[src/rtl/swake_pkg.sv]
package swake_pkg;

  typedef enum logic [2:0] {
    ST_NORMAL = 3'd0,
    ST_SUSP0  = 3'd1,
    ST_SUSP1  = 3'd2,
    ST_SUSP2  = 3'd3,
    ST_SUSP3  = 3'd4
  } pwr_state_e;

  // a mode code names a suspend state
  function automatic logic is_suspend(input logic [2:0] code);
    return (code >= 3'd1) && (code <= 3'd4);
  endfunction

  // states in which the link-up source may act
  function automatic logic link_permit(input pwr_state_e st);
    return (st == ST_NORMAL) || (st == ST_SUSP0) || (st == ST_SUSP3);
  endfunction

  // states in which a good frame may act
  function automatic logic frame_permit(input pwr_state_e st);
    return st == ST_SUSP3;
  endfunction

  // synchronized level equals the selected active level
  function automatic logic level_match(input logic lvl, input logic pol);
    return lvl == pol;
  endfunction

  // upper pin is a plain input: function 00b, direction input
  function automatic logic upper_is_input(input logic [1:0] func, input logic dir);
    return (func == 2'b00) && !dir;
  endfunction

endpackage

[src/rtl/swake_pin_qual.sv]
module swake_pin_qual
  import swake_pkg::*;
#(
  parameter int WIDTH       = 11,
  parameter int SYNC_STAGES = 2
) (
  input  logic             clk,
  input  logic             rst_n,
  input  logic [WIDTH-1:0] raw_i,
  input  logic [WIDTH-1:0] pol_i,
  output logic [WIDTH-1:0] qual_o
);

  localparam int LAST = SYNC_STAGES - 1;

  for (genvar g = 0; g < WIDTH; g++) begin : g_pin
    logic [SYNC_STAGES-1:0] sync_q;
    logic                   match_c;
    logic                   match_q;

    always_ff @(posedge clk) begin
      if (!rst_n) begin
        sync_q  <= '0;
        match_q <= 1'b0;
      end else begin
        sync_q  <= {sync_q[SYNC_STAGES-2:0], raw_i[g]};
        match_q <= match_c;
      end
    end

    assign match_c   = level_match(sync_q[LAST], pol_i[g]);
    assign qual_o[g] = match_c & match_q;
  end

endmodule

[src/rtl/swake_status.sv]
module swake_status #(
  parameter int WIDTH = 12
) (
  input  logic             clk,
  input  logic             rst_n,
  input  logic [WIDTH-1:0] set_i,
  input  logic [WIDTH-1:0] clr_i,
  output logic [WIDTH-1:0] stat_o
);

  logic [WIDTH-1:0] stat_q;

  always_ff @(posedge clk) begin
    if (!rst_n) stat_q <= '0;
    else        stat_q <= (stat_q & ~clr_i) | set_i;
  end

  assign stat_o = stat_q;

  for (genvar b = 0; b < WIDTH; b++) begin : g_chk
    AST_STICKY_HOLD: assert property (@(posedge clk) disable iff (!rst_n)
      (stat_q[b] && !clr_i[b]) |=> stat_q[b]);
    AST_SET_WINS: assert property (@(posedge clk) disable iff (!rst_n)
      set_i[b] |=> stat_q[b]);
    AST_CLEAR_TAKES: assert property (@(posedge clk) disable iff (!rst_n)
      (clr_i[b] && !set_i[b]) |=> !stat_q[b]);
  end

endmodule

[src/rtl/swake_fsm.sv]
module swake_fsm
  import swake_pkg::*;
(
  input  logic       clk,
  input  logic       rst_n,
  input  logic [2:0] mode_i,
  input  logic       enter_i,
  input  logic       wake_req_i,
  output pwr_state_e state_o,
  output logic       remote_wake_o,
  output logic       exit_req_o
);

  pwr_state_e state_q;
  logic       pulse_q;
  logic       wake_fire;
  logic       enter_ok;

  assign wake_fire = wake_req_i && (state_q != ST_NORMAL);
  assign enter_ok  = enter_i && (state_q == ST_NORMAL) && is_suspend(mode_i);

  always_ff @(posedge clk) begin
    if (!rst_n) begin
      state_q <= ST_NORMAL;
      pulse_q <= 1'b0;
    end else begin
      pulse_q <= wake_fire;
      if (wake_fire)     state_q <= ST_NORMAL;
      else if (enter_ok) state_q <= pwr_state_e'(mode_i);
    end
  end

  assign state_o       = state_q;
  assign remote_wake_o = pulse_q;
  assign exit_req_o    = pulse_q;

  AST_STATE_CODE: assert property (@(posedge clk) disable iff (!rst_n)
    state_q <= ST_SUSP3);
  AST_ENTRY_ONLY_BY_STROBE: assert property (@(posedge clk) disable iff (!rst_n)
    (state_q != ST_NORMAL && state_q != $past(state_q))
      |-> ($past(enter_i) && $past(mode_i) == state_q));
  AST_PULSE_SINGLE: assert property (@(posedge clk) disable iff (!rst_n)
    remote_wake_o |=> !remote_wake_o);
  AST_PULSE_LEAVES_SUSPEND: assert property (@(posedge clk) disable iff (!rst_n)
    remote_wake_o |-> (state_q == ST_NORMAL && $past(state_q) != ST_NORMAL));

endmodule

[src/rtl/swake_ctrl.sv]
module swake_ctrl
  import swake_pkg::*;
#(
  parameter int NUM_PINS    = 11,
  parameter int NUM_EXPL    = 8,
  parameter int LINK_PIN    = 7,
  parameter int NUM_WOL     = 4,
  parameter int SYNC_STAGES = 2
) (
  input  logic                           clk,
  input  logic                           rst_n,
  input  logic [2:0]                     susp_mode_i,
  input  logic                           susp_enter_i,
  input  logic [NUM_PINS-1:0]            pin_i,
  input  logic [NUM_PINS-1:0]            pin_pol_i,
  input  logic [NUM_PINS-1:0]            pin_wake_en_i,
  input  logic [NUM_EXPL-1:0]            pin_arm_i,
  input  logic [2*(NUM_PINS-NUM_EXPL)-1:0] upper_func_i,
  input  logic [NUM_PINS-NUM_EXPL-1:0]   upper_dir_i,
  input  logic                           linkup_en_i,
  input  logic                           phy_linkup_i,
  input  logic                           good_frame_i,
  input  logic [NUM_WOL-1:0]             wol_ev_en_i,
  input  logic [NUM_PINS:0]              stat_clr_i,
  output logic [2:0]                     state_o,
  output logic                           remote_wake_o,
  output logic                           exit_req_o,
  output logic [NUM_PINS-1:0]            pin_stat_o,
  output logic                           frame_stat_o
);

  localparam int STAT_W    = NUM_PINS + 1;
  localparam int FRAME_BIT = NUM_PINS;

  pwr_state_e          cur_state;
  logic [NUM_PINS-1:0] raw_lvl;
  logic [NUM_PINS-1:0] eff_pol;
  logic [NUM_PINS-1:0] qual;
  logic [NUM_PINS-1:0] pin_enable;
  logic [NUM_PINS-1:0] pin_permit;
  logic [NUM_PINS-1:0] pin_hit;
  logic                frame_hit;
  logic [STAT_W-1:0]   stat_set;
  logic [STAT_W-1:0]   stat_all;
  logic                wake_req;

  for (genvar k = 0; k < NUM_PINS; k++) begin : g_src
    logic base_en;
    if (k < NUM_EXPL) begin : g_expl
      assign base_en = pin_arm_i[k] & pin_wake_en_i[k];
    end else begin : g_upper
      assign base_en = upper_is_input(upper_func_i[2*(k-NUM_EXPL) +: 2],
                                      upper_dir_i[k-NUM_EXPL]) & pin_wake_en_i[k];
    end
    if (k == LINK_PIN) begin : g_link
      assign raw_lvl[k]    = linkup_en_i ? phy_linkup_i : pin_i[k];
      assign eff_pol[k]    = linkup_en_i ? 1'b1 : pin_pol_i[k];
      assign pin_enable[k] = linkup_en_i ? 1'b1 : base_en;
      assign pin_permit[k] = linkup_en_i ? link_permit(cur_state) : 1'b1;
    end else begin : g_plain
      assign raw_lvl[k]    = pin_i[k];
      assign eff_pol[k]    = pin_pol_i[k];
      assign pin_enable[k] = base_en;
      assign pin_permit[k] = 1'b1;
    end
  end

  swake_pin_qual #(
    .WIDTH       (NUM_PINS),
    .SYNC_STAGES (SYNC_STAGES)
  ) u_qual (
    .clk    (clk),
    .rst_n  (rst_n),
    .raw_i  (raw_lvl),
    .pol_i  (eff_pol),
    .qual_o (qual)
  );

  assign pin_hit   = qual & pin_enable & pin_permit;
  assign frame_hit = good_frame_i && (wol_ev_en_i == '0) && frame_permit(cur_state);
  assign stat_set  = {frame_hit, pin_hit};
  assign wake_req  = |stat_set;

  swake_status #(
    .WIDTH (STAT_W)
  ) u_status (
    .clk    (clk),
    .rst_n  (rst_n),
    .set_i  (stat_set),
    .clr_i  (stat_clr_i),
    .stat_o (stat_all)
  );

  swake_fsm u_fsm (
    .clk           (clk),
    .rst_n         (rst_n),
    .mode_i        (susp_mode_i),
    .enter_i       (susp_enter_i),
    .wake_req_i    (wake_req),
    .state_o       (cur_state),
    .remote_wake_o (remote_wake_o),
    .exit_req_o    (exit_req_o)
  );

  assign state_o      = cur_state;
  assign pin_stat_o   = stat_all[NUM_PINS-1:0];
  assign frame_stat_o = stat_all[FRAME_BIT];

  AST_FRAME_ONLY_SUSP3: assert property (@(posedge clk) disable iff (!rst_n)
    stat_set[FRAME_BIT] |-> (state_o == 3'd4 && wol_ev_en_i == '0));
  AST_LINK_STATES: assert property (@(posedge clk) disable iff (!rst_n)
    (linkup_en_i && stat_set[LINK_PIN])
      |-> (state_o == 3'd0 || state_o == 3'd1 || state_o == 3'd4));
  AST_EXIT_WITH_SOURCE: assert property (@(posedge clk) disable iff (!rst_n)
    remote_wake_o |-> $past(wake_req));

endmodule

[config.mk]
export PLATFORM = sky130hd
export DESIGN_NAME = swake_ctrl
export DESIGN_NICKNAME = d
export VERILOG_FILES = /design/src/rtl/swake_pkg.sv /design/src/rtl/swake_pin_qual.sv /design/src/rtl/swake_status.sv /design/src/rtl/swake_fsm.sv /design/src/rtl/swake_ctrl.sv
export SDC_FILE = /design/constraint.sdc
export NUM_CORES = 1
export LEC_CHECK = 0
export BUFFER_PORTS_ARGS = -buffer_cell sky130_fd_sc_hd__buf_2
export CAP_MARGIN = 20
export CORE_MARGIN = 5
export CORE_UTILIZATION = 48
export DETAILED_ROUTE_END_ITERATION = 10
export PLACE_DENSITY_LB_ADDON = 0.08
export SETUP_SLACK_MARGIN = 0.5
export SYNTH_ARGS = -nofsm -noshare
export SYNTH_HDL_FRONTEND = slang
export SYNTH_HIERARCHICAL = 1
export SYNTH_SLANG_ARGS = --single-unit
[constraint.sdc]
create_clock -name clk -period 4.2 [get_ports clk]
set_clock_uncertainty 0.2 [all_clocks]
set_input_delay 0.84 -clock clk [delete_from_list [all_inputs] [get_ports clk]]
set_output_delay 0.84 -clock clk [all_outputs]
set_load 0.03 [all_outputs]
==> results of run 1 <==
-- power by group through the flow --
| stage | Combinational (W) | Sequential (W) | Clock [W] |
|---|---|---|---|
| 3_3_place_gp | 0.0000976 | 0.000504 | 0 |
| 2_1_floorplan | 0.0000494 | 0.000510 | 0 |
| 5_1_grt | 0.000111 | 0.000496 | 0.000290 |
| 3_5_place_dp | 0.000100 | 0.000504 | 0 |
| 6_report | 0.0000989 | 0.000493 | 0.000254 |
| 4_1_cts | 0.000101 | 0.000493 | 0.000266 |
-- logic make-up after synthesis --
| kind of cell | share of synthesized area, % |
|---|---|
| xor gates and xnor gates | 5.14 |
| DFF | 52.4 |
| and+or+nand+nor | 32.1 |
| muxes | 0.601 |
| buffers and inverters | 2.00 |
| AOI/OAI and AO/OA | 7.75 |
-- through the flow --
step | utilization, % | hold slack [ns] | cell area [sq um]
global route | 65.5 | 0.263 | 2430
finish | 65.5 | 0.249 | 2430
detailed placement | 63.4 | 0.231 | 2350
floorplan | - | 0.226 | 1870
global placement | 63.4 | 0.227 | 2350
CTS | 65.5 | 0.250 | 2430
-- per-layer routing --
metal / wire, um / part of all wire, %
met1: 1360 / 37
met5: 0 / 0
met2: 1860 / 50
met3: 435 / 12
met4: 51 / 1.4
-- synth_stat cells, types with 2 or more instances --
| cell type | n |
|---|---|
| nor3_1 | 2 |
| dfxtp_1 | 49 |
| and3_1 | 5 |
| a31oi_1 | 2 |
| nor2_1 | 9 |
| and2_2 | 33 |
| xnor2_1 | 11 |
| nor4_1 | 3 |
| nor2b_1 | 13 |
| nand2_1 | 5 |
| and2_1 | 11 |
| and3_4 | 2 |
| clkbuf_2 | 3 |
| o21a_1 | 12 |
-- sequential cells by signal, indices dropped and copies added (netlist names) --
register              flops
u_fsm/exit_req_o          1
u_fsm/state_o             3
u_qual/g_pin.match_q     11
u_qual/g_pin.sync_q      22
u_status/stat_o          12
-- cell type report --
class / instances / area (sq um)
inverters: 1 / 3.75
multi-input cells: 120 / 855
fillers: 343 / 1280
repair buffers: 91 / 455
clock buffers: 8 / 80.1
flip-flops and latches: 49 / 981
well taps: 48 / 60.1
-- path summary, 6_finish.rpt --
path,cells after the start,end
min,1,u_qual/g_pin[10].sync_q[1]$_SDFF_PN0_
min reg2reg,1,u_qual/g_pin[10].sync_q[1]$_SDFF_PN0_
max,10,u_fsm/state_o[2]$_SDFFE_PP0P_
max reg2reg,9,u_fsm/state_o[2]$_SDFFE_PP0P_
-- worst max-delay path: stages --
cell	delay, ns
buf_2	0.10
xnor2_1	0.13
and2_1	0.16
and3_4	0.18
nor4_2	0.26
nand2_1	0.08
nand4bb_1	0.24
o31ai_4	0.11
nand2_2	0.10
nor2_1	0.13
-- cells in the final DEF, fill, tap and decap left out, drive strengths merged, types with 4 or more instances in the layout --
cell type / n
and2: 44
and3: 7
buf: 91
clkbuf: 8
dfxtp: 49
nand2: 6
nor2: 9
nor2b: 13
nor4: 4
o21a: 12
xnor2: 11
==> impl_metrics.env, run 1 <==
export IMPL_status="finished, final reports clean"
export IMPL_worstReg2RegStart="u_qual/g_pin[6].sync_q[1]$_SDFF_PN0_"
export IMPL_arrival_ns=2.33
export IMPL_boundaryPins=92
export IMPL_cts_hold_buffers_added=0
export IMPL_maxCapViolations=0
export IMPL_syn_avg_cell_area_sq_um=10.7
export IMPL_min_from="u_qual/g_pin[10].sync_q[0]$_SDFF_PN0_"
export IMPL_rsz0062_at_grt="no"
export IMPL_ys_seq_area_share_pct=52.4
export IMPL_coreArea_sq_um=3720
export IMPL_synth_edf_count=0
export IMPL_power_frac_comb_pct=11.7
export IMPL_ys_seq_elements=49
export IMPL_dp_hpwl_mm=2.91
export IMPL_max_freq_mhz=436
export IMPL_cp_required_ns=4.23
export IMPL_nNetsFinal=343
export IMPL_endpoint_kind="flop"
export IMPL_yosys_top_cells_area="dfxtp_1 52%, and2_2 13%, xnor2_1 5.1%"
export IMPL_dieArea_sq_um=5250
export IMPL_syn_nets=250
export IMPL_wire_per_inst_um=11.7
export IMPL_viasPerCell=4.59
export IMPL_drc=0
export IMPL_cts_root_buf="clkbuf_8"
export IMPL_synth_cells=175
export IMPL_setup_viol=0
export IMPL_drt_iter0_drc=58
export IMPL_wl_mm=3.70
export IMPL_grt_overflow=0
export IMPL_ys_async_sr_fraction_pct=0
export IMPL_layout_drive_gt1_share_pct=50.9
export IMPL_final_max_slew_viol_count=0
export IMPL_vdd_drop_max_uv=285
export IMPL_ys_types=29
export IMPL_initial_core_util_pct=50.4
export IMPL_grtUsageMet1_pct=15.0
export IMPL_grt_start_max_net_pins=48
export IMPL_firstDrtPassIters=4
export IMPL_p_int_w=0.000661
export IMPL_fp_row_count=22
export IMPL_hold_violations=0
export IMPL_power_density_nw_per_um2=348
export IMPL_track_usage_pct=14.7
export IMPL_die_w_um=72.5
export IMPL_worst_setup_path_start_kind="input pin"
export IMPL_stdcell_count=317
export IMPL_post_cts_setup_buffers=0
export IMPL_cts_resized=0
export IMPL_period_share_pct=54.6
export IMPL_dieHeight_um=72.5
export IMPL_tightest_slew_ns=0.647
export IMPL_place_ws_ns=1.59
export IMPL_tns_ns=0
export IMPL_yosys_area_top_type="dfxtp_1"
export IMPL_antenna_found_initial=0
export IMPL_crit_fanout=3
export IMPL_p_clk_share_pct=30.0
export IMPL_syn_to_final_growth_pct=30.0
export IMPL_clock_sinks=49
export IMPL_rrSetupSlack_ns=2.25
export IMPL_crit_start="pin_pol_i[6]"
export IMPL_post_route_min_period_ns=2.29
export IMPL_port_buffer_count=91
export IMPL_p_leak_nw=1.16
export IMPL_finalPower_w=0.000846
export IMPL_use_met3_pct=6.79
export IMPL_yosysTopAreaCellShare_pct=52.4
export IMPL_cts_buffers=5
export IMPL_cts_tree="done"
export IMPL_place_congestion=0.741
export IMPL_grt_pass1_wl_mm=5.96
export IMPL_grt_busiest_layer="met2"
export IMPL_ys_flop_type="dfxtp_1"
export IMPL_htreeDepth=2
export IMPL_vias=1456
export IMPL_pwr_share_seq_pct=58.3
export IMPL_grtUsageMet2_pct=26.3
export IMPL_path_class="in -> reg"
export IMPL_hp_class="reg -> reg"
export IMPL_ant_nets=0
export IMPL_first_global_vias=1459
export IMPL_diodes=0
export IMPL_dp_cells=309
export IMPL_yosys_warnings=6
export IMPL_max_slew_margin_pct=56.9
export IMPL_switching_share_pct=21.8
export IMPL_clk_pin_slew_ns=0.08
export IMPL_finalWorstSetupSlack_ns=1.91
export IMPL_netlist_area_sq_um=1870
export IMPL_cts_path_max_buffers=2
export IMPL_clk_latency_ns=0.29
export IMPL_p_sw_w=0.000185
Note: power is estimated with default switching activity, not from simulation.
==> run 2, diff against run 1 <==
--- a/config.mk
+++ b/config.mk
@@ -8,7 +8,7 @@
 export BUFFER_PORTS_ARGS = -buffer_cell sky130_fd_sc_hd__buf_2
 export CAP_MARGIN = 20
 export CORE_MARGIN = 5
-export CORE_UTILIZATION = 48
+export CORE_UTILIZATION = 41
 export DETAILED_ROUTE_END_ITERATION = 10
 export PLACE_DENSITY_LB_ADDON = 0.08
 export SETUP_SLACK_MARGIN = 0.5
==> constraint.sdc (replaced) <==
create_clock -name clk -period 2 [get_ports clk]
set_clock_uncertainty 0.2 [all_clocks]
set_input_delay 0.4 -clock clk [delete_from_list [all_inputs] [get_ports clk]]
set_output_delay 0.4 -clock clk [all_outputs]
set_load 0.03 [all_outputs]
==> run 2 against run 1 <==
  * Sequential power is 110% higher
  * Hold slack worse by 0.13 ns
  * Die area rose by 15%
  * Sequential share of layout area shrank 2.3 points
  * Total power up 120%
  * Design area increased by 7.1%
  * Via count down 1.3%
  * First-iteration DRC count fell by 45%
  * Setup slack worse by 1.7 ns
  * Global-route usage decreased by 2.3 points
==> impl_metrics.env, run 2 (synthesis results as in run 1) <==
export IMPL_rsz0062_at_grt="yes"
export IMPL_htreeDepth=2
export IMPL_max_freq_mhz=552
export IMPL_track_usage_pct=12.4
export IMPL_initial_core_util_pct=42.7
export IMPL_cts_path_max_buffers=2
export IMPL_largest_reg_flops=22
export IMPL_p_int_w=0.00147
export IMPL_worstReg2RegStart="u_qual/g_pin[1].sync_q[1]$_SDFF_PN0_"
export IMPL_syn_to_final_growth_pct=39.2
export IMPL_cts_root_buf="clkbuf_8"
export IMPL_dieHeight_um=77.6
export IMPL_first_global_vias=1322
export IMPL_crit_chain="xnor2_1, and2_1, and3_4, nor4_4, nand2_1, nand4bb_4, o31ai_4, nand2_2, nor2_1"
export IMPL_p_leak_nw=1.23
export IMPL_diodes=0
export IMPL_firstDrtPassIters=2
export IMPL_die_w_um=77.6
export IMPL_period_share_pct=90.5
export IMPL_p_sw_w=0.000408
export IMPL_cp_required_ns=2.03
export IMPL_crit_slowest_cell="dfxtp_2"
export IMPL_post_route_min_period_ns=1.81
export IMPL_setup_viol=0
export IMPL_clk_pin_slew_ns=0.08
export IMPL_grt_overflow=0
export IMPL_drc=0
export IMPL_place_congestion=0.735
export IMPL_cts_tree="done"
export IMPL_max_slew_margin_pct=70.7
export IMPL_worst_setup_path_start_kind="flop"
export IMPL_crit_start="u_qual/g_pin[1].sync_q[1]$_SDFF_PN0_"
export IMPL_grt_start_max_net_pins=26
export IMPL_fillers=396
export IMPL_wire_per_inst_um=11.5
export IMPL_dp_hpwl_mm=3.02
export IMPL_fp_row_count=24
export IMPL_final_max_slew_viol_count=0
export IMPL_p_clk_share_pct=32.5
export IMPL_port_buffer_count=91
export IMPL_crit_fanout=3
export IMPL_switching_share_pct=21.7
export IMPL_vdd_drop_max_uv=492
export IMPL_vias=1437
export IMPL_hp_class="in -> reg"
export IMPL_maxCapViolations=0
export IMPL_max_stage_delay_ns=0.32
export IMPL_layout_commonest_cell="buf_2"
export IMPL_coreArea_sq_um=4380
export IMPL_min_from="pin_i[4]"
export IMPL_arrival_ns=1.84
export IMPL_hold_violations=0
export IMPL_min_path_cells=2
export IMPL_status="finished, final reports clean"
export IMPL_cts_buffers=5
export IMPL_clk_latency_ns=0.29
export IMPL_regMostFlops="u_qual/g_pin.sync_q"
export IMPL_ant_nets=0
export IMPL_power_frac_comb_pct=12.3
export IMPL_antenna_found_initial=0
export IMPL_drt_iter0_drc=32
export IMPL_dieArea_sq_um=6020
export IMPL_wl_mm=3.76
export IMPL_ff2ff_path_depth=9
export IMPL_pwr_share_seq_pct=55.2
export IMPL_path_class="reg -> reg"
export IMPL_design_area_sq_um=2610
export IMPL_tns_ns=0
export IMPL_layout_common_cells="89 x buf_2, 42 x dfxtp_1, 33 x and2_2, 13 x nor2b_1, 12 x o21a_1"
export IMPL_grt_pass1_wl_mm=5.99
export IMPL_endpoint_kind="flop"
export IMPL_viasPerCell=4.38
export IMPL_clock_sinks=49
export IMPL_power_density_nw_per_um2=721
export IMPL_layout_drive_gt1_share_pct=58.7
export IMPL_nNetsFinal=350
export IMPL_boundaryPins=92
export IMPL_tightest_slew_ns=0.440
export IMPL_placed_area_sq_um=2430
==> run 2: path summary, 6_finish.rpt <==
kind / slack [ns] / endpoint
setup / recovery: 0.19 / u_fsm/state_o[0]$_SDFFE_PP0P_
setup reg to reg: 0.19 / u_fsm/state_o[0]$_SDFFE_PP0P_
hold / removal: 0.12 / u_qual/g_pin[4].sync_q[0]$_SDFF_PN0_
hold reg to reg: 0.25 / u_qual/g_pin[7].sync_q[1]$_SDFF_PN0_
==> run 2: cell type report <==
| class | instances | area (sq um) | area share [%] |
|---|---|---|---|
| inverters | 1 | 3.75 | 0.144 |
| repair buffers | 98 | 526 | 20.2 |
| clock inverters | 1 | 5.00 | 0.192 |
| multi-input cells | 120 | 922 | 35.4 |
| clock buffers | 7 | 96.3 | 3.69 |
| well taps | 52 | 65.1 | 2.50 |
| flip-flops and latches | 49 | 990 | 38.0 |
==> run 2: critical path, delay by kind of cell (launching register included) <==
family / cells / cell delay, ns
AOI/OAI and AO/OA: 1 / 0.08
DFF: 1 / 0.32
and+or+nand+nor: 7 / 1.03
xor gates and xnor gates: 1 / 0.12
==> run 2: routing by layer <==
layer	share of wire (%)	vias to the layer above	GRT usage [%]
met5	0	-	0
met1	42	609	14.8
met3	10	6	5.21
met4	1.5	0	5.15
li1	-	769	-
met2	47	53	19.5
==> run 2: power groups by stage <==
stage | Combinational, W | Clock (W) | Sequential, W
after floorplan | 0.000108 | 0 | 0.00107
after global placement | 0.000221 | 0 | 0.00106
after detailed placement | 0.000224 | 0 | 0.00106
after CTS | 0.000231 | 0.000647 | 0.00104
after global routing | 0.000257 | 0.000688 | 0.00104
final | 0.000232 | 0.000611 | 0.00104
==> run 2: what timing repair did <==
action,4_1_cts,5_1_grt
buffers inserted,0,2
hold endpoints to repair,0,0
endpoints found under the setup margin,7,8
pin swaps,6,3
hold buffers,0,0
gates resized for setup,8,6
gates cloned,0,0
==> run 2: stage by stage <==
step                cells  setup WS [ns]  hold WS [ns]  power, W  util, %
floorplan             175          0.190         0.226   0.00118        -
global placement      318        -0.0931         0.227   0.00128     55.5
detailed placement    318        -0.0868         0.231   0.00128     55.5
CTS                   326          0.166         0.107   0.00192     58.5
global route          328         0.0634         0.110   0.00199     59.5
finish                328          0.189         0.122   0.00188     59.5
==> run 3, diff against run 2 <==
--- a/config.mk
+++ b/config.mk
@@ -7,6 +7,7 @@
 export LEC_CHECK = 0
 export BUFFER_PORTS_ARGS = -buffer_cell sky130_fd_sc_hd__buf_2
 export CAP_MARGIN = 20
+export CORE_ASPECT_RATIO = 1.25
 export CORE_MARGIN = 5
 export CORE_UTILIZATION = 41
 export DETAILED_ROUTE_END_ITERATION = 10
==> run 3 against run 2 <==
  * Critical path type unchanged
  * Final cell count up 0.91%
  * Routed wire length up 5.2%
  * Fmax up 0.64%
  * Flip-flop and latch count unchanged
  * Non-clock buffer count down 3
  * Sequential power about the same
  * Largest cell class unchanged
  * Global-route usage up 0.91 points
==> impl_metrics.env, run 3 (synthesis results as in run 1) <==
export IMPL_place_ws_ns=-0.0865
export IMPL_status="finished, final reports clean"
export IMPL_dp_cells=323
export IMPL_cp_top_family="simple AND/OR/NAND/NOR gates"
export IMPL_top_layer_used="met4"
export IMPL_htreeDepth=2
export IMPL_seq_area_sq_um=981
export IMPL_grt_start_max_net_pins=26
export IMPL_path_class="reg -> reg"
export IMPL_fp_row_count=27
export IMPL_drc=0
export IMPL_rrSetupSlack_ns=0.20
export IMPL_ff2ff_path_depth=9
export IMPL_switching_share_pct=20.2
export IMPL_viasPerCell=4.40
export IMPL_clk_latency_ns=0.30
export IMPL_crit_fanout=3
export IMPL_finalWorstSetupSlack_ns=0.201
export IMPL_hp_class="in -> reg"
export IMPL_place_congestion=0.757
export IMPL_grt_pass1_wl_mm=6.33
export IMPL_endpoint_kind="flop"
export IMPL_wl_met3_um=391
export IMPL_cp_required_ns=2.04
export IMPL_path_depth=9
export IMPL_setup_viol=0
export IMPL_vias=1458
export IMPL_crit_slowest_cell="dfxtp_1"
export IMPL_firstDrtPassIters=4
export IMPL_initial_core_util_pct=42.3
export IMPL_rsz0062_at_grt="yes"
export IMPL_worst_setup_path_start_kind="flop"
export IMPL_p_sw_w=0.000419
export IMPL_regMostFlops="u_qual/g_pin.sync_q"
export IMPL_layout_common_cells="91 x buf_2, 49 x dfxtp_1, 33 x and2_2, 13 x nor2b_1, 12 x o21a_1"
export IMPL_track_usage_pct=13.3
export IMPL_stdcell_count=331
export IMPL_largest_reg_flops=22
export IMPL_p_leak_nw=1.22
export IMPL_wl_met2_mm=1.88
export IMPL_max_stage_delay_ns=0.32
export IMPL_cp_num_buf_inv=0
export IMPL_vdd_drop_max_uv=626
export IMPL_worstHoldEndpoint="u_qual/g_pin[1].sync_q[0]$_SDFF_PN0_"
export IMPL_antenna_found_initial=0
export IMPL_min_path_cells=2
export IMPL_clock_sinks=49
export IMPL_cts_hold_buffers_added=0
export IMPL_max_freq_mhz=556
export IMPL_cts_path_max_buffers=2
export IMPL_worstReg2RegStart="u_qual/g_pin[1].sync_q[1]$_SDFF_PN0_"
export IMPL_crit_chain="xnor2_1, and2_1, and3_4, nor4_4, nand2_1, nand4bb_4, o31ai_4, nand2_2, nor2_1"
export IMPL_diodes=0
export IMPL_r2r_end="u_fsm/state_o[2]$_SDFFE_PP0P_"
export IMPL_fillers=425
export IMPL_wire_per_inst_um=11.9
export IMPL_fin_util_pct=58.8
export IMPL_port_buffer_count=91
export IMPL_arrival_ns=1.84
export IMPL_power_density_nw_per_um2=795
export IMPL_final_max_slew_viol_count=0
export IMPL_wl_met1_mm=1.63
export IMPL_drt_iter0_drc=72
export IMPL_wl_mm=3.95
export IMPL_maxCapViolations=0
export IMPL_layout_commonest_cell="buf_2"
export IMPL_die_w_um=70.5
export IMPL_multiInputGateArea_sq_um=915
export IMPL_syn_to_final_growth_pct=39.0
export IMPL_power_frac_comb_pct=11.0
export IMPL_dieArea_sq_um=6030
export IMPL_p_int_w=0.00165
export IMPL_layout_drive_gt1_share_pct=55.3
export IMPL_cts_root_buf="clkbuf_8"
export IMPL_max_slew_margin_pct=74.2
export IMPL_dp_hpwl_mm=3.18
export IMPL_cts_tree="done"
export IMPL_coreArea_sq_um=4430
export IMPL_tightest_slew_ns=0.383
export IMPL_tns_ns=0
export IMPL_post_cts_setup_buffers=0
export IMPL_first_global_vias=1416
export IMPL_min_from="pin_i[1]"
export IMPL_ant_nets=0
export IMPL_hold_violations=0
export IMPL_cts_buffers=5
export IMPL_dieHeight_um=85.6
export IMPL_post_route_min_period_ns=1.80
export IMPL_grt_overflow=0
export IMPL_p_clk_share_pct=38.9
export IMPL_clk_pin_slew_ns=0.08
export IMPL_nNetsFinal=347
export IMPL_period_share_pct=90.0
export IMPL_pwr_share_seq_pct=50.0
export IMPL_boundaryPins=92
[run 3: changes by cell type in the layout (fill, tap and decap cells not counted), sizes merged]
cell	before	now
clkbuf	7	5
buf	98	95
bufinv	0	2
[run 3: repair_timing]
action                     in CTS  in global routing
setup endpoints to repair       7                  8
resized for setup               1                  3
gates cloned                    0                  0
hold endpoints to repair        0                  0
pin swaps                       1                  2
[run 3: how the worst max path moves through the flow]
stage                                         startpoint                       endpoint  slack, ns
floorplan                                   pin_pol_i[1]  u_fsm/state_o[2]$_SDFFE_PP0P_       0.19
global placement                            pin_pol_i[5]  u_fsm/state_o[1]$_SDFFE_PP0P_      -0.06
detailed placement                          pin_pol_i[5]  u_fsm/state_o[2]$_SDFFE_PP0P_      -0.09
CTS                 u_qual/g_pin[1].sync_q[1]$_SDFF_PN0_  u_fsm/state_o[2]$_SDFFE_PP0P_       0.14
global route        u_qual/g_pin[1].sync_q[1]$_SDFF_PN0_  u_fsm/state_o[1]$_SDFFE_PP0P_       0.05
finish              u_qual/g_pin[1].sync_q[1]$_SDFF_PN0_  u_fsm/state_o[2]$_SDFFE_PP0P_       0.20
[run 3: layout make-up]
class,instances,share of cell area (%)
Clock buffer,5,2.64
Clock inverter,3,2.50
Inverter,1,0.144
Multi-Input combinational cell,120,35.1
Sequential cell,49,37.7
Tap cell,58,2.79
Timing Repair Buffer,95,19.1
[run 3: power by group through the flow]
stage	logic, W	registers (W)	clock network [W]
detailed placement	0.000224	0.00106	0
global placement	0.000221	0.00106	0
floorplan	0.000108	0.00107	0
CTS	0.000226	0.00104	0.000833
global route	0.000256	0.00104	0.000868
finish	0.000228	0.00104	0.000806
[run 3: stage by stage]
stage | cell area [sq um] | total power [W] | hold slack, ns
after detailed placement | 2430 | 0.00128 | 0.232
after floorplan | 1900 | 0.00118 | 0.226
after global routing | 2600 | 0.00217 | 0.109
after CTS | 2570 | 0.00210 | 0.104
after global placement | 2430 | 0.00128 | 0.227
final | 2600 | 0.00207 | 0.120
[run 3: routing by layer]
metal	vias to the layer above	track usage, %
met2	55	21.9
met4	0	4.70
met5	-	0
li1	763	-
met3	7	5.04
met1	633	15.8
